## src/rtl/rtc_upd_pkg.sv

```systemverilog
package rtc_upd_pkg;
    localparam int DATA_W = 8;
    localparam int ADDR_W = 4;

    typedef enum logic [2:0] {
        ST_HOLD, ST_STOP, ST_INHIBIT, ST_COUNT, ST_LEAD, ST_UPDATE
    } rtc_state_t;

    localparam logic [ADDR_W-1:0] A_SEC    = 4'h0;
    localparam logic [ADDR_W-1:0] A_SEC_AL = 4'h1;
    localparam logic [ADDR_W-1:0] A_MIN    = 4'h2;
    localparam logic [ADDR_W-1:0] A_MIN_AL = 4'h3;
    localparam logic [ADDR_W-1:0] A_HR     = 4'h4;
    localparam logic [ADDR_W-1:0] A_HR_AL  = 4'h5;
    localparam logic [ADDR_W-1:0] A_CTLA   = 4'hA;
    localparam logic [ADDR_W-1:0] A_CTLB   = 4'hB;
    localparam logic [ADDR_W-1:0] A_FLAGS  = 4'hC;
    localparam logic [ADDR_W-1:0] A_STAT   = 4'hD;

    localparam logic [2:0] DV_RUN = 3'b010;
endpackage

```

## src/rtl/rtc_tick_chain.sv

```systemverilog
module rtc_tick_chain #(
    parameter int unsigned TICKS_PER_SEC = 32768,
    parameter int unsigned HALF          = TICKS_PER_SEC / 2,
    localparam int unsigned W            = $clog2(TICKS_PER_SEC + 1)
) (
    input  logic         clk,
    input  logic         rst_n,
    input  logic         tick,
    input  logic         run,
    input  logic         load_half,
    output logic [W-1:0] till,
    output logic         wrap
);
    // wrap marks the tick on which an update starts
    assign wrap = run && tick && (till <= W'(1));

    always_ff @(posedge clk or negedge rst_n) begin
        if (!rst_n)
            till <= W'(HALF);
        else if (load_half)
            till <= W'(HALF);
        else if (run && tick)
            till <= (till <= W'(1)) ? W'(TICKS_PER_SEC) : till - W'(1);
    end

    // leaving the held state starts exactly half a second from the update
    a_r3_release_half: assert property (@(posedge clk) disable iff (!rst_n)
        (!load_half && $past(load_half)) |-> (till == W'(HALF)));
endmodule

```

## src/rtl/rtc_clock_regs.sv

```systemverilog
module rtc_clock_regs
    import rtc_upd_pkg::*;
(
    input  logic              clk,
    input  logic              rst_n,
    input  logic              wr_en,
    input  logic [ADDR_W-1:0] addr,
    input  logic [DATA_W-1:0] wdata,
    input  logic              commit,
    output logic [DATA_W-1:0] rd_val,
    output logic              alarm_hit
);
    logic [DATA_W-1:0] sec_q, min_q, hr_q, asec_q, amin_q, ahr_q;
    logic [DATA_W-1:0] sec_n, min_n, hr_n;
    logic              c_sec, c_min;

    function automatic logic field_ok(input logic [DATA_W-1:0] al, input logic [DATA_W-1:0] v);
        return (al[DATA_W-1:DATA_W-2] == 2'b11) || (al == v);
    endfunction

    always_comb begin
        c_sec = (sec_q >= DATA_W'(59));
        c_min = c_sec && (min_q >= DATA_W'(59));
        sec_n = c_sec ? '0 : sec_q + DATA_W'(1);
        min_n = c_sec ? ((min_q >= DATA_W'(59)) ? '0 : min_q + DATA_W'(1)) : min_q;
        hr_n  = c_min ? ((hr_q >= DATA_W'(23)) ? '0 : hr_q + DATA_W'(1)) : hr_q;
        alarm_hit = commit && field_ok(asec_q, sec_n) && field_ok(amin_q, min_n)
                    && field_ok(ahr_q, hr_n);
    end

    always_ff @(posedge clk or negedge rst_n) begin
        if (!rst_n) begin
            sec_q <= '0; min_q <= '0; hr_q <= '0;
        end else if (commit) begin
            sec_q <= sec_n; min_q <= min_n; hr_q <= hr_n;
        end else if (wr_en) begin
            case (addr)
                A_SEC: sec_q <= wdata;
                A_MIN: min_q <= wdata;
                A_HR:  hr_q  <= wdata;
                default: ;
            endcase
        end
    end

    always_ff @(posedge clk or negedge rst_n) begin
        if (!rst_n) begin
            asec_q <= '0; amin_q <= '0; ahr_q <= '0;
        end else if (wr_en) begin
            case (addr)
                A_SEC_AL: asec_q <= wdata;
                A_MIN_AL: amin_q <= wdata;
                A_HR_AL:  ahr_q  <= wdata;
                default: ;
            endcase
        end
    end

    always_comb begin
        case (addr)
            A_SEC:    rd_val = sec_q;
            A_SEC_AL: rd_val = asec_q;
            A_MIN:    rd_val = min_q;
            A_MIN_AL: rd_val = amin_q;
            A_HR:     rd_val = hr_q;
            A_HR_AL:  rd_val = ahr_q;
            default:  rd_val = '0;
        endcase
    end

    // time changes only through a commit or an allowed write
    a_r6_time_frozen: assert property (@(posedge clk) disable iff (!rst_n)
        (!commit && !wr_en) |=> ($stable(sec_q) && $stable(min_q) && $stable(hr_q)));
    // seconds never leave the 0..59 range through a commit
    a_r5_commit_range: assert property (@(posedge clk) disable iff (!rst_n)
        commit |=> (sec_q <= DATA_W'(59)));
endmodule

```

## src/rtl/rtc_update_seq.sv

```systemverilog
module rtc_update_seq
    import rtc_upd_pkg::*;
#(
    parameter int unsigned TICKS_PER_SEC = 32768,
    parameter int unsigned LEAD_TICKS    = 8,
    parameter int unsigned UPDATE_TICKS  = 64,
    parameter logic [7:0]  POISON        = 8'hEE
) (
    input  logic              clk,
    input  logic              rst_n,
    input  logic              tick,
    input  logic [ADDR_W-1:0] addr,
    input  logic [DATA_W-1:0] wdata,
    input  logic              we,
    input  logic              re,
    output logic [DATA_W-1:0] rdata,
    output logic              alarm_flag
);
    localparam int unsigned HALF = TICKS_PER_SEC / 2;
    localparam int unsigned TW   = $clog2(TICKS_PER_SEC + 1);
    localparam int unsigned UW   = $clog2(UPDATE_TICKS + 1);

    rtc_state_t        st_q, st_d;
    logic [2:0]        dv_q;
    logic [3:0]        rs_q;
    logic [DATA_W-1:0] ctlb_q;
    logic              flag_q;
    logic [UW-1:0]     ucnt_q;
    logic [TW-1:0]     till;
    logic              wrap, run, load_half, uip, busy, commit, alarm_hit;
    logic              dv_hold, dv_run, set_bit, wr_time, flag_rd;
    logic [DATA_W-1:0] time_rd;

    assign dv_hold = (dv_q[2:1] == 2'b11);
    assign dv_run  = (dv_q == DV_RUN);
    assign set_bit = ctlb_q[DATA_W-1];
    assign flag_rd = re && (addr == A_FLAGS);

    rtc_tick_chain #(.TICKS_PER_SEC(TICKS_PER_SEC), .HALF(HALF)) u_chain (
        .clk(clk), .rst_n(rst_n), .tick(tick), .run(run),
        .load_half(load_half), .till(till), .wrap(wrap)
    );

    rtc_clock_regs u_regs (
        .clk(clk), .rst_n(rst_n), .wr_en(wr_time), .addr(addr), .wdata(wdata),
        .commit(commit), .rd_val(time_rd), .alarm_hit(alarm_hit)
    );

    // next-state selection: hold > inhibit > stop > normal sequence
    always_comb begin
        st_d = st_q;
        if (dv_hold)      st_d = ST_HOLD;
        else if (set_bit) st_d = ST_INHIBIT;
        else if (!dv_run) st_d = ST_STOP;
        else begin
            unique case (st_q)
                ST_HOLD, ST_STOP, ST_INHIBIT: st_d = ST_COUNT;
                ST_COUNT:  if (wrap) st_d = ST_UPDATE;
                           else if (till <= TW'(LEAD_TICKS)) st_d = ST_LEAD;
                ST_LEAD:   if (wrap) st_d = ST_UPDATE;
                ST_UPDATE: if (tick && ucnt_q == UW'(1)) st_d = ST_COUNT;
                default:   st_d = ST_HOLD;
            endcase
        end
    end

    always_ff @(posedge clk or negedge rst_n) begin
        if (!rst_n) st_q <= ST_HOLD;
        else        st_q <= st_d;
    end

    // outputs decoded from the state
    always_comb begin
        uip       = (st_q == ST_LEAD) || (st_q == ST_UPDATE);
        busy      = (st_q == ST_UPDATE);
        load_half = (st_q == ST_HOLD);
        run       = (st_q == ST_COUNT) || (st_q == ST_LEAD) ||
                    (st_q == ST_UPDATE) || (st_q == ST_INHIBIT);
        commit    = (st_q == ST_UPDATE) && (st_d == ST_COUNT);
        wr_time   = we && !busy && (addr <= A_HR_AL);
    end

    always_ff @(posedge clk or negedge rst_n) begin
        if (!rst_n)
            ucnt_q <= '0;
        else if (wrap)
            ucnt_q <= UW'(UPDATE_TICKS);
        else if (busy && tick && ucnt_q != '0)
            ucnt_q <= ucnt_q - UW'(1);
    end

    always_ff @(posedge clk or negedge rst_n) begin
        if (!rst_n) begin
            dv_q   <= 3'b110;
            rs_q   <= '0;
            ctlb_q <= '0;
        end else if (we) begin
            if (addr == A_CTLA) begin
                dv_q <= wdata[6:4];
                rs_q <= wdata[3:0];
            end
            if (addr == A_CTLB) ctlb_q <= wdata;
        end
    end

    // set has priority over clear-on-read
    always_ff @(posedge clk or negedge rst_n) begin
        if (!rst_n)         flag_q <= 1'b0;
        else if (alarm_hit) flag_q <= 1'b1;
        else if (flag_rd)   flag_q <= 1'b0;
    end

    assign alarm_flag = flag_q;

    always_comb begin
        if (addr <= A_HR_AL)        rdata = busy ? POISON : time_rd;
        else if (addr == A_CTLA)    rdata = {uip, dv_q, rs_q};
        else if (addr == A_CTLB)    rdata = ctlb_q;
        else if (addr == A_FLAGS)   rdata = {2'b00, flag_q, 5'b0};
        else if (addr == A_STAT)    rdata = 8'h80;
        else                        rdata = '0;
    end

    // a held inhibit bit keeps the update flag low
    a_r7_set_clears_uip: assert property (@(posedge clk) disable iff (!rst_n)
        (set_bit && $past(set_bit)) |-> !uip);
    // a held divider never raises the update flag
    a_r2_hold_quiet: assert property (@(posedge clk) disable iff (!rst_n)
        (dv_hold && $past(dv_hold)) |-> !uip);
    // flag stays set unless a flags read clears it
    a_r9_flag_sticky: assert property (@(posedge clk) disable iff (!rst_n)
        (flag_q && !flag_rd) |=> flag_q);
    // a matching commit always leaves the flag set, read or not
    a_r9_set_wins: assert property (@(posedge clk) disable iff (!rst_n)
        alarm_hit |=> flag_q);
    // update window counter stays within its bound while updating
    a_r4_update_bounded: assert property (@(posedge clk) disable iff (!rst_n)
        busy |-> (ucnt_q != '0 && ucnt_q <= UW'(UPDATE_TICKS)));
endmodule

```

## config.mk

```make
export PLATFORM = sky130hd
export DESIGN_NAME = rtc_update_seq
export DESIGN_NICKNAME = d
export VERILOG_FILES = /design/src/rtl/rtc_upd_pkg.sv /design/src/rtl/rtc_tick_chain.sv /design/src/rtl/rtc_clock_regs.sv /design/src/rtl/rtc_update_seq.sv
export SDC_FILE = /design/constraint.sdc
export NUM_CORES = 1
export LEC_CHECK = 0
export BUFFER_PORTS_ARGS = -buffer_cell sky130_fd_sc_hd__buf_4
export CAP_MARGIN = 20
export CORE_MARGIN = 3
export CORE_UTILIZATION = 55
export DETAILED_ROUTE_END_ITERATION = 7
export GPL_ROUTABILITY_DRIVEN = 1
export GPL_TIMING_DRIVEN = 0
export PLACE_DENSITY_LB_ADDON = 0.3
export SLEW_MARGIN = 40
export SYNTH_ARGS = -nofsm -noshare
export SYNTH_HDL_FRONTEND = slang
export SYNTH_SLANG_ARGS = --single-unit
```

## constraint.sdc

```tcl
create_clock -name clk -period 2.8 [get_ports clk]
set_clock_uncertainty 0.05 [all_clocks]
set_input_delay 0.7 -clock clk [delete_from_list [all_inputs] [get_ports clk]]
set_output_delay 0.7 -clock clk [all_outputs]
set_load 0.005 [all_outputs]
```

# Yosys cells after proc, flatten, opt, wreduce, memory -nomap -nowiden
# Index checks and enable logic that the tools add are counted.
[word_totals] register_bits=90 output_inout_bits=9
[op_classes] add_sub_neg=5 magnitude_cmp=6 n_eq_ne=24 n_mux=36 n_reduce_logical=40
[op_table] operator="2-to-1 mux 8 bit" count=20
[op_table] operator="2-to-1 mux 16 bit" count=3
[op_table] operator="case mux 8 bit (6 select lines)" count=1
[op_table] operator="adder 8 x 1 -> 8 bit (second input constant)" count=3
[op_table] operator="equality test 8 bit" count=3
[op_table] operator="2-to-1 mux 3 bit" count=7
[op_table] operator="equality test 4 bit (second input constant)" count=4
[op_table] operator=">= comparator 8 x 6 -> 1 bit (second input constant)" count=2
[op_table] operator="<= comparator 16 x 1 -> 1 bit (second input constant)" count=1
[op_table] operator="<= comparator 16 x 4 -> 1 bit (second input constant)" count=1
[op_table] operator="AND reduction 2 bit" count=8
[op_table] operator="subtractor 16 x 1 -> 16 bit (second input constant)" count=1
[op_table] operator="2-to-1 mux 7 bit" count=2
[op_table] operator="nonzero test 2 bit" count=7
[op_table] operator="logical AND 1 bit" count=13
[op_table] operator="equality test 3 x 2 -> 1 bit (second input constant)" count=4
[op_table] operator="case mux 3 bit (4 select lines)" count=1
[op_table] operator="equality test 2 bit (second input constant)" count=4
[op_table] operator="equality test 4 x 2 -> 1 bit (second input constant)" count=2
[op_table] operator="equality test 4 x 3 -> 1 bit (second input constant)" count=2
[op_table] operator=">= comparator 8 x 5 -> 1 bit (second input constant)" count=1
[op_table] operator="equality test 7 x 1 -> 1 bit (second input constant)" count=1
[op_table] operator="logical OR 1 bit" count=7
[op_table] operator="nonzero test 7 bit" count=1
[op_table] operator="10 further kinds" count=12

# Logic depth before layout (Yosys ltp)
# Gate-level depths: netlist of the first run.
[logic_depth] ltp_word=17 mapped_depth=10 ltp_nobuf=9

# Hierarchy
# Synthesis of the first run repeated with hierarchy kept, for this count alone.
[hier_totals] cells_unflattened=589 hier_area_um2=5873.1
[by_module_without_submodules] module="rtc_clock_regs" instances=1 cells_each=330 area_each_um2=3304.4 seq_area_each_um2=1201.2
[by_module_without_submodules] module="rtc_update_seq" instances=1 cells_each=160 area_each_um2=1631.6 seq_area_each_um2=653.1
[by_module_without_submodules] module="rtc_tick_chain" instances=1 cells_each=99 area_each_um2=937.1 seq_area_each_um2=401.6

# Worst setup path after synthesis of the first run
# Ideal clock, no wire load.
[synth_timing] kind="input-to-output" start="in addr[0]" end="out rdata[1]" t_arrival_ps=2011 required_time_ps=2050 path_slack_ps=39 stages=7 path_buffers=1 cell_sequence="buf_2 nor2_2 nand2_1 nor2_2 a221o_1 a21oi_1 a221oi_1"
[synth_via] elab_chain_len=5 word_cells_on_any_way=16 cone_classes="1 x order compare; 8 x eq/ne; 6 x mux; 1 x reduce/logical"
[synth_lines] element="start: declaration" line_no="rtc_update_seq.sv:12" rtl="input logic [ADDR_W-1:0] addr,"
[synth_lines] element="equality test 4 bit" line_no="rtc_update_seq.sv:119" rtl="else if (addr == A_FLAGS) rdata = {2'b00, flag_q, 5'b0};"
[synth_lines] element="2-to-1 mux 8 bit" line_no="rtc_update_seq.sv:119"
[synth_lines] element="2-to-1 mux 8 bit" line_no="rtc_update_seq.sv:118" rtl="else if (addr == A_CTLB) rdata = ctlb_q;"
[synth_lines] element="2-to-1 mux 8 bit" line_no="rtc_update_seq.sv:117" rtl="else if (addr == A_CTLA) rdata = {uip, dv_q, rs_q};"
[synth_lines] element="2-to-1 mux 8 bit (*)" line_no="rtc_update_seq.sv:116" rtl="if (addr <= A_HR_AL) rdata = busy ? POISON : time_rd;"
[synth_lines] element="end: declaration" line_no="rtc_update_seq.sv:16" rtl="output logic [DATA_W-1:0] rdata,"
# Mark *: on every way between the ends. The rest lies on a longest branch, timed or not.

# Worst setup path after layout of the first run
[layout_timing] start="in addr[1]" end="out rdata[3]"
# The elaborated chain is that of the path after synthesis.

==> results of run 1 <==
-- worst paths after layout --
path                                         to  slack, ps  depth (start not counted)
worst max-delay path                   rdata[3]        -30                          9
worst min-delay path            u_chain.till[8]        320                          1
worst max register to register       alarm_flag        140                          9
worst min register to register        ctlb_q[3]        450                          2
max in group asynchronous               st_q[2]       1820                          1
min in group clk                      ctlb_q[3]        450                          2
-- sequential cells by signal (all words and copies together), names as in the netlist --
| register | flops |
|---|---|
| ucnt_q | 7 |
| dv_q | 3 |
| u_regs.amin_q | 8 |
| st_q | 3 |
| ctlb_q | 8 |
| u_regs.ahr_q | 8 |
| u_regs.sec_q | 8 |
| rs_q | 4 |
| u_regs.hr_q | 8 |
| u_chain.till | 16 |
| u_regs.asec_q | 8 |
| alarm_flag | 1 |
| u_regs.min_q | 8 |
-- cells in the final DEF, fill, tap and decap left out, types with 5 or more instances in the layout --
master    instances
xnor2_1          18
a22o_1            7
nand2b_1          8
dfrtp_1          85
o31ai_1           5
nor2_1           57
clkbuf_8         12
a21oi_2           5
ha_1              8
clkbuf_1          7
o21ai_0          26
buf_4            40
a221oi_2          8
nand4_1           5
mux2i_1          17
nand2_1          54
or3_1             6
a21o_1            7
a211oi_1          8
nor4b_1           5
a21oi_1          24
buf_2             8
nor3_1           14
mux2_2           45
a221o_1           5
a31oi_1           7
xor2_1           17
inv_1            11
nand3_1          22
o22ai_1           7
-- worst max-delay path: cells and delay by family --
family                 cells  cell delay, ps
AOI/OAI and AO/OA          3             640
buffers and inverters      3             380
and+or+nand+nor            3             350
-- kinds of logic after synthesis --
group	Yosys count	share of synthesized area, %
multiplexers	62	11.7
flip-flops	90	38.9
XOR/XNOR	35	5.29
adder cells (fa/ha/maj)	8	1.73
buffers and inverters	37	3.07
AO/OA/AOI/OAI	149	19.5
AND/OR/NAND/NOR	216	19.8
-- stage by stage --
stage | std cells | TNS, ps | power (mW) | setup slack (ps)
2_1_floorplan | 597 | 0 | 2.95 | 38.9
3_3_place_gp | 752 | -4380 | 3.30 | -699
3_5_place_dp | 752 | -4510 | 3.38 | -697
4_1_cts | 777 | -12.6 | 4.34 | -12.6
5_1_grt | 784 | -212 | 4.65 | -65.2
6_report | 784 | -30.7 | 4.38 | -30.7
-- routing by layer --
layer  vias up  wire, microns  GRT usage [%]
met5         -              0              0
met4         0            355           7.94
met3        37           1470           5.15
met2       267           7490           45.6
met1      2512           7100           42.7
li1       2326              -              -
-- cell usage after synthesis (all sizes together), types with 3 or more instances --
cell	instances
a211oi	8
a21o	8
a21oi	29
a221o	5
a221oi	10
a22o	7
a22oi	4
a31oi	7
buf	16
clkbuf	10
dfrtp	87
dfstp	3
ha	8
inv	11
mux2	45
mux2i	17
nand2	56
nand2b	9
nand3	23
nand4	7
nand4b	3
nor2	62
nor2b	4
nor3	17
nor3b	4
nor4	5
nor4b	6
o2111ai	5
o211ai	3
o21ai	29
o22ai	8
o31ai	5
o32ai	3
or2	3
or3	7
xnor2	18
xor2	17
-- report_power, final --
part | leakage (nW) | internal [mW] | total [mW] | switching, mW
combinational | 1.61 | 0.687 | 1.53 | 0.844
clock | 0.0969 | 0.464 | 0.918 | 0.455
sequential | 1.16 | 1.58 | 1.93 | 0.349
total | 2.86 | 2.73 | 4.38 | 1.65
-- cell type report --
class | count | area share [%]
Buffer | 25 | 2.69
Tap cell | 133 | 2.50
Sequential cell | 90 | 34.0
Clock inverter | 2 | 0.565
Timing Repair Buffer | 39 | 4.67
Clock buffer | 14 | 2.45
Multi-Input combinational cell | 470 | 52.5
Inverter | 11 | 0.621
-- what timing repair did --
action,4_1_cts,5_1_grt
resized for setup,46,9
pin swaps,12,10
setup endpoints to repair,8,9
setup buffers,10,7
==> key figures, run 1 <==
Timing
  • Achievable Freq: 0.353 GHz
  • Final setup viols: 1
  • Final hold violation count: 0
  • Max-Slew Margin vs Limit: 44.5%
  • Fin. max-slew vios: 0
  • Worst setup margin: -30.7 ps
  • Final hold slack: 318 ps
  • RSZ-0062 raised after global routing: true
  • Slew @ Worst Pin: 827 ps
  • Final period util: 101%
  • Crit path time final: 2830 ps

Cells and area
  • Fin nets: 671
  • Synth-to-layout area growth: 14.7%
  • Fillcell total: 811
  • Multi-input logic area: 0.00349 sq mm
  • Share of cells above drive strength 1: 27.5%
  • Reg area: 0.00226 sq mm
  • Finished Core Util: 66.5%
  • # diodes: 0
  • Final instance area: 0.00665 sq mm

Worst setup path
  • Worst EP required: 2050 ps
  • CP arrival: 2080 ps
  • CP Max Fanout: 6
  • Max incr delay on CP: 330 ps
  • Crit path cell chain: buf_8, buf_8, nor2_4, nand2_2, nor2_4, a221o_1, a21oi_2, a221oi_2, buf_4
  • Critical path endpoint category: primary output
  • Critical path's slowest cell: a221oi_2
  • Worst reg2reg path startpoint: u_regs.sec_q[0]
  • Crit. Startpoint: addr[1]
  • Worst setup SP type: input port
  • Worst setup path class: input port to primary output

Drt
  • Drt via density: 6.56
  • Initial DRT Pass Iterations: 5
  • Total Routed Length: 16.4 mm
  • Routed Antenna Nets: 0
  • Routed vias: 5142
  • Wire per inst: 20.9 microns
  • Post-route DRC: 0
  • Initial drt markers: 431

Die
  • Die width: 109 microns
  • I/O pin cnt: 26
  • Core area: 0.0100 sq mm
  • Initial Util: 58.0%
  • DIE HEIGHT: 109 microns
  • Die area: 0.0118 sq mm
  • Site Rows: 36

Clock network
  • CTS clock-pin slew for the worst setup and hold paths: 90 ps
  • TritonCTS Sinks: 90
  • Clock latency reported for the late side of the worst-skew pair: 370 ps
  • H-tree lvl count: 3
  • Hold_buf cts: 0
  • Clock Tree Root: clkbuf_8
  • CTS tree: yes
  • Cts bufs inserted: 9
  • Clock Tree Buf Depth: 2

Status
  • Failing checks: setup timing
  • Status: complete, but fails checks

Logic synthesis
  • Yosys top cell area share: 37.6%
  • Avg Cell Area, Syn: 9.71 sq um
  • Fraction of registers with async set/reset: 100%
  • Synth Register Bits: 90
  • Leading area contributor after synthesis: dfrtp_1
  • Total of warnings raised by yosys: 0
  • Post-synth net total: 622
  • Mapped cell area: 0.00580 sq mm
  • Register area share after synthesis: 38.9%
  • Post-synth EDFFs: 0
  • Cell count after synthesis: 597
  • Area contributors post-synth: dfrtp_1, mux2_2, nor2_1, nand2_1, mux2i_1
  • Yosys cell types: 82
  • Top_reg_cell synth: dfrtp_1

Power and ir drop
  • PwrDens: 659 mW/mm^2
  • Maximum VDD drop: 0.359 mV
  • Leakage: 2.86 nW

Global routing
  • Gr usage total: 29.4%
  • Largest net degree at the start of global routing: 91
  • Initial antenna violation count: 0
  • First-pass GRT wire length: 26.8 mm
  • Vias in the first global route: 5051
  • Total grt overflow: 0

Placement
  • RD Place Congestion: 0.971
  • Post-DP Area: 0.00613 sq mm
  • PortBufs: 22
  • HPWL Detailed: 11.6 mm

Worst hold path
  • Hold Crit Class: input port to asynchronous set/reset pin

Run
  • Max cap viols: 0
Power figures use the tool's default switching activity.
==> run 2: changes to the inputs <==
- ABC_AREA: default -> 1
- SETUP_SLACK_MARGIN: default -> 0.5
==> run 2 against run 1 <==
The run now ends clean. Utilization increased by 3.9 points. Global-route usage increased by 1.9 points. Sequential share of layout area decreased by 1.7 points. Largest power group unchanged. Sequential power decreased by 4%. Synthesized cell count increased by 41%. Critical path depth decreased by 1. Worst hold slack got worse by 12 ps. Sequential cell count unchanged.
==> key figures, run 2 <==
Die
  • I/O pin cnt: 26 (unchanged)
  • Site Rows: 36 (unchanged)
  • Initial Util: 57.4% (-0.53 points)
  • DIE HEIGHT: 108 microns (-0.64%)
  • Core area: 0.00995 sq mm (-0.45%)
  • Die area: 0.0117 sq mm (-1.3%)
  • Die width: 108 microns (-0.64%)

Placement
  • Placed instance count: 1002 (+33%)
  • PortBufs: 25 (+14%)
  • Pre-CTS WS: -70.4 ps (+626 ps)
  • RD Place Congestion: 0.964 (-0.75%)
  • HPWL Detailed: 12.4 mm (+6.9%)
  • Post-DP Area: 0.00608 sq mm (-0.84%)

Worst setup path
  • CP arrival: 1890 ps (-190 ps)
  • Critical path endpoint category: primary output
  • Worst setup SP type: input port
  • Worst setup path class: input port to primary output
  • CP Max Fanout: 4 (-2)
  • Worst EP required: 2050 ps (about the same)
  • Stages on the worst setup path: 8 (-1)
  • Critical path's slowest cell: o22ai_1
  • Buf/Inv on CP: 3 (unchanged)
  • CP top delay family: simple AND/OR/NAND/NOR gates
  • Crit path cell chain: buf_12, nor2_4, nand2_2, buf_4, o22ai_1, o31ai_4, nand3_1, buf_4
  • Max incr delay on CP: 270 ps (-60 ps)
  • CP most frequent cell: buf_4
  • R2R cell count: 15 (+6)

Cells and area
  • Fin nets: 936 (+39%)
  • Synth-to-layout area growth: 22.6%
  • Share of cells above drive strength 1: 21.8% (-5.7 points)
  • Commonest non-fill, non-tap cell in the layout: nand2_1
  • Biggest register: u_chain.till
  • Finished Core Util: 70.4% (+3.9 points)
  • Final instance area: 0.00701 sq mm (+5.5%)
  • Most frequent cells in the layout: nand2_1, inv_1, dfrtp_1
  • # diodes: 0 (unchanged)
  • Cell Count, Final, Fillers Out: 1049 (+34%)
  • Fillcell total: 814 (+0.37%)
  • Largest register FFs: 16 (unchanged)

Timing
  • Final setup viols: 0 (-1)
  • Final period util: 94.1% (-7.0 points)
  • Slew @ Worst Pin: 729 ps (-97.4 ps)
  • Achievable Freq: 0.379 GHz (+7.4%)
  • Fin. max-slew vios: 0 (unchanged)
  • Final hold violation count: 0 (unchanged)
  • Crit path time final: 2640 ps (-195 ps)
  • RSZ-0062 raised after global routing: true
  • Worst setup margin: 165 ps (+195 ps)
  • Max-Slew Margin vs Limit: 51.4% (+6.9 points)
  • Final hold slack: 306 ps (-11.5 ps)

Logic synthesis
  • Post-synth net total: 869 (+40%)
  • Most common cell in the netlist: nand2_1
  • Post-synth EDFFs: 0 (unchanged)
  • Top_reg_cell synth: dfrtp_1
  • Total of warnings raised by yosys: 0 (unchanged)
  • Avg Cell Area, Syn: 6.77 sq um (-30%)
  • Mapped cell area: 0.00572 sq mm (-1.4%)
  • Register area share after synthesis: 39.5% (+0.54 points)
  • Cell count after synthesis: 844 (+41%)
  • Area contributors post-synth: dfrtp_1, nand2_1, inv_1, nand3_1, nor2_1
  • Fraction of registers with async set/reset: 100% (unchanged)
  • Synth Register Bits: 90 (unchanged)
  • Yosys top cell area share: 38.1% (+0.52 points)
  • Leading area contributor after synthesis: dfrtp_1
  • Yosys cell types: 41 (-50%)
  • Post-synth top cells: nand2_1, inv_1, dfrtp_1

Global routing
  • Total grt overflow: 0 (unchanged)
  • First-pass GRT wire length: 28.0 mm (+4.6%)
  • Gr usage total: 31.3% (+1.9 points)
  • Largest net degree at the start of global routing: 91 (unchanged)
  • Vias in the first global route: 5480 (+8.5%)
  • Initial antenna violation count: 0 (unchanged)

Drt
  • DRT met1 WL: 7.79 mm (+9.7%)
  • Wire per inst: 16.9 microns (-19%)
  • Post-route DRC: 0 (unchanged)
  • Total Routed Length: 17.7 mm (+8.1%)
  • Max layer used: met4
  • Drt via density: 5.70 (-13%)
  • Routed Antenna Nets: 0 (unchanged)
  • Routed vias: 5984 (+16%)
  • Initial drt markers: 555 (+29%)
  • Initial DRT Pass Iterations: 5 (unchanged)
  • Met2 WL: 8.02 mm (+7.1%)
  • Met3 WL: 1.45 mm (-1.1%)

Clock network
  • H-tree lvl count: 3 (unchanged)
  • Cts bufs inserted: 9 (unchanged)
  • TritonCTS Sinks: 90 (unchanged)
  • CTS tree: yes
  • Clock Tree Buf Depth: 2 (unchanged)
  • CTS clock-pin slew for the worst setup and hold paths: 90 ps (about the same)
  • Clock Tree Root: clkbuf_8
  • Clock latency reported for the late side of the worst-skew pair: 390 ps (+20 ps)

Status
  • Status: completed

Worst hold path
  • Hold Crit Class: input port to asynchronous set/reset pin

Power and ir drop
  • PwrDens: 639 mW/mm^2 (-3.0%)
  • Maximum VDD drop: 0.516 mV (+44%)
  • Leakage: 3.55 nW (+24%)

Run
  • Max cap viols: 0 (unchanged)
[run 2: cell types whose count changed in the layout (fill, tap and decap cells not counted), moves of 11 or more]
cell and change:
nor2_1 +11, xnor2_1 -18, nand2_1 +210, nand3_1 +51, a21oi_1 -12, inv_1 +86, inv_2 +27, o21ai_1 +18
nand2_4 +11, mux2_2 -45, mux2i_1 -17
[run 2: layout make-up]
type | instances | area [sq um] | area share [%]
multi-input combinational | 611 | 3330 | 47.5
buffer | 14 | 91.3 | 1.30
clock inverter | 7 | 52.6 | 0.750
inverter | 129 | 502 | 7.16
sequential | 90 | 2260 | 32.3
timing repair buffer | 56 | 484 | 6.91
clock buffer | 9 | 124 | 1.77
tap | 133 | 166 | 2.37
[run 2: worst paths after layout]
check / startpoint / endpoint / slack [ps]
max in group asynchronous: rst_n / u_regs.min_q[0] / 1870
worst max-delay path: addr[1] / rdata[0] / 160
worst min register to register: ctlb_q[6] / ctlb_q[6] / 450
min in group clk: ctlb_q[6] / ctlb_q[6] / 450
worst min-delay path: rst_n / u_chain.till[2] / 310
worst max register to register: u_regs.sec_q[0] / alarm_flag / 560
[run 2: repair_timing]
| item | CTS | global route |
|---|---|---|
| pin swaps | 21 | 28 |
| gates resized for setup | 83 | 46 |
| gates cloned | 0 | 1 |
| hold buffers | 0 | 0 |
| setup endpoints to repair | 30 | 44 |
| setup buffers | 14 | 16 |
[run 2: worst reg2reg max path, stage by stage, from the launching register on]
cell	delay, ps
dfrtp_1	410
buf_6	140
ha_4	160
nor2_4	80
nor2_1	60
nand2_2	130
nand2_4	120
buf_6	190
nor2_1	180
xor2_1	180
nand2_1	80
nor2_1	100
nand2_1	80
nand2_1	80
nand3_2	80
nand2_1	70
[run 2: metrics by stage]
stage	total power, mW	setup TNS, ps
after global placement	3.27	-284
after detailed placement	3.34	-339
after CTS	4.27	0
after global routing	4.79	0
final	4.48	0
after floorplan	2.91	0
[run 2: logic make-up (layout without fill, tap and decap cells)]
logic type      Yosys count  in the layout  synth area share, %
xor+xnor                 17             17                 2.60
fa+ha+maj                 8              8                 1.75
flops                    90             90                 39.5
simple gates            479            479                 35.5
compound gates          107            107                 10.9
buf+inv                 143            215                 9.78
[run 2: power breakdown]
part           leakage [nW]  total (mW)  switching [mW]  internal [mW]
sequential             1.17        1.86           0.277           1.58
clock                0.0783       0.839           0.513          0.326
combinational          2.31        1.78            1.13          0.657
total                  3.55        4.48            1.92           2.56
[run 2: layer usage]
metal  global-route usage (%)  vias to the layer above
met3                     7.10                       44
met2                     46.8                      299
met5                        0                        -
met1                     45.2                     2810
li1                         -                     2831
met4                     10.0                        0
==> run 3: changes to the inputs <==
- MAX_ROUTING_LAYER: default -> met4
==> run 3 against run 2 <==
Non-clock buffer count shrank 7. First-iteration DRC count grew 0.72%. Final cell count shrank 0.67%. Die area is the same. Sequential share of layout area grew 0.38 points. Clock-buffer cell count grew 2. Critical endpoint is now rdata[5]. Register-to-register slack is essentially flat. Worst hold slack lost 4.3 ps. Global-route usage grew 1.5 points. Routed wire length grew 0.61%.
==> key figures, run 3 (synthesized netlist as in run 2, its figures left out) <==
Drt
  • DRT met1 WL: 7.71 mm (-0.92%)
  • Met2 WL: 7.99 mm (-0.30%)
  • Met3 WL: 1.53 mm (+5.6%)
  • Initial drt markers: 559 (+0.72%)
  • Post-route DRC: 0 (unchanged)
  • Max layer used: met4
  • Total Routed Length: 17.8 mm (+0.61%)
  • Routed Antenna Nets: 0 (unchanged)
  • Initial DRT Pass Iterations: 5 (unchanged)
  • Routed vias: 5937 (-0.79%)
  • Wire per inst: 17.1 microns (+1.3%)
  • Drt via density: 5.70 (-0.12%)

Worst setup path
  • CP Max Fanout: 6 (+2)
  • Worst EP required: 2050 ps (about the same)
  • Worst setup SP type: input port
  • Critical path endpoint category: primary output
  • CP arrival: 1890 ps (about the same)
  • R2R cell count: 16 (+1)
  • Worst setup path class: input port to primary output
  • Worst R2R End: u_regs.hr_q[4]
  • Reg-to-reg slack, setup: 560 ps (about the same)
  • Worst reg2reg path startpoint: u_chain.till[0]

Clock network
  • CTS tree: yes
  • Hold_buf cts: 0 (unchanged)
  • Clock Tree Root: clkbuf_8
  • TritonCTS Sinks: 90 (unchanged)
  • CTS clock-pin slew for the worst setup and hold paths: 90 ps (about the same)
  • Cts bufs inserted: 9 (unchanged)
  • Clock latency reported for the late side of the worst-skew pair: 390 ps (about the same)
  • Clock Tree Buf Depth: 2 (unchanged)
  • H-tree lvl count: 3 (unchanged)

Global routing
  • First-pass GRT wire length: 28.5 mm (+1.8%)
  • Initial antenna violation count: 0 (unchanged)
  • Largest net degree at the start of global routing: 91 (unchanged)
  • Total grt overflow: 0 (unchanged)
  • Gr usage total: 32.7% (+1.5 points)
  • Vias in the first global route: 5542 (+1.1%)

Worst hold path
  • Hold Crit Class: input port to asynchronous set/reset pin

Power and ir drop
  • Pwr Total: 4.56 mW (+1.9%)
  • Combinational power share: 38.4% (-1.4 points)
  • PwrDens: 659 mW/mm^2 (+3.2%)
  • Leakage: 3.55 nW (-0.13%)
  • Cell-internal power: 2.69 mW (+5.0%)
  • Flop pwr share: 40.5% (-1.0 points)
  • Clock share of power: 21.1% (+2.4 points)
  • Sw Ratio: 41.1% (-1.7 points)
  • Maximum VDD drop: 0.403 mV (-22%)
  • NetSw: 1.87 mW (-2.2%)

Die
  • Initial Util: 57.4% (unchanged)
  • Core area: 0.00995 sq mm (unchanged)
  • DIE HEIGHT: 108 microns (unchanged)
  • I/O pin cnt: 26 (unchanged)
  • Site Rows: 36 (unchanged)
  • Die width: 108 microns (unchanged)
  • Die area: 0.0117 sq mm (unchanged)

Cells and area
  • Fillcell total: 813 (-0.12%)
  • Biggest register: u_chain.till
  • Cell Count, Final, Fillers Out: 1042 (-0.67%)
  • Final instance area: 0.00692 sq mm (-1.2%)
  • Fin nets: 929 (-0.75%)
  • Largest register FFs: 16 (unchanged)
  • Synth-to-layout area growth: 21.1%
  • Commonest non-fill, non-tap cell in the layout: nand2_1
  • Multi-input logic area: 0.00330 sq mm (-0.98%)
  • Most frequent cells in the layout: nand2_1, inv_1, dfrtp_1
  • # diodes: 0 (unchanged)
  • Finished Core Util: 69.5% (-0.87 points)
  • Reg area: 0.00226 sq mm (about the same)
  • Share of cells above drive strength 1: 19.8% (-2.0 points)

Timing
  • Crit path time final: 2640 ps (+3.77 ps)
  • Final setup viols: 0 (unchanged)
  • Final hold violation count: 0 (unchanged)
  • Fin. max-slew vios: 0 (unchanged)
  • RSZ-0062 raised after global routing: true
  • Setup TNS: 0 ps (unchanged)
  • Final hold slack: 302 ps (-4.27 ps)
  • Final period util: 94.3% (+0.13 points)
  • Max-Slew Margin vs Limit: 50.8% (-0.57 points)
  • Worst setup margin: 161 ps (-3.77 ps)
  • Slew @ Worst Pin: 738 ps (+8.60 ps)
  • Achievable Freq: 0.379 GHz (-0.14%)

Placement
  • PortBufs: 25 (unchanged)
  • RD Place Congestion: 0.977 (+1.4%)
  • Placed instance count: 1002 (unchanged)
  • Pre-CTS WS: -101 ps (-30.3 ps)
  • Post-DP Area: 0.00608 sq mm (unchanged)
  • HPWL Detailed: 12.6 mm (+1.9%)

Run
  • Max cap viols: 0 (unchanged)

Status
  • Status: completed
==> run 3: changes by cell type in the layout (fill, tap and decap cells not counted), sizes merged <==
cell      before  now
buf           63   56
bufinv         0    1
clkinvlp       4    1
clkbuf        16   18
==> run 3: layout make-up <==
class                   count  area share (%)
flip-flops and latches     90            32.6
inverters                 129            7.21
clock inverters             5           0.868
plain buffers              14            1.21
clock buffers              11            2.19
well taps                 133            2.40
multi-input cells         611            47.6
repair buffers             49            5.87
==> run 3: how the worst max path moves through the flow <==
stage	startpoint	endpoint	slack, ps	cells past startpoint
floorplan	addr[0]	rdata[7]	560	7
CTS	addr[2]	rdata[6]	200	7
global placement	addr[2]	rdata[4]	-90	10
detailed placement	addr[1]	rdata[6]	-100	8
finish	addr[2]	rdata[5]	160	9
global route	addr[2]	rdata[0]	130	9
==> run 3: worst max-delay path, cell delays in order <==
cell     delay [ps]
buf_12          120
inv_1           100
nor2_4           60
nand2_2          80
buf_4           130
o22ai_2          90
o41ai_2         270
nand4_1         170
buf_4           170
==> run 3: repair_timing <==
item,CTS,global route
gates resized for setup,79,31
pin swaps,18,14
buffers inserted,9,15
endpoints found under the setup margin,31,41
==> run 3: power groups by stage <==
stage / Clock, mW / Sequential [mW] / Combinational (mW)
after global routing: 1.01 / 1.88 / 1.98
after floorplan: 0 / 1.79 / 1.13
after detailed placement: 0 / 1.86 / 1.49
after CTS: 0.964 / 1.84 / 1.58
final: 0.964 / 1.85 / 1.75
after global placement: 0 / 1.84 / 1.43
==> run 3: metal layers <==
layer | vias to the layer above | GRT usage, %
li1 | 2818 | -
met1 | 2790 | 44.9
met2 | 274 | 48.6
met3 | 55 | 6.45
met4 | 0 | 11.9
met5 | - | -
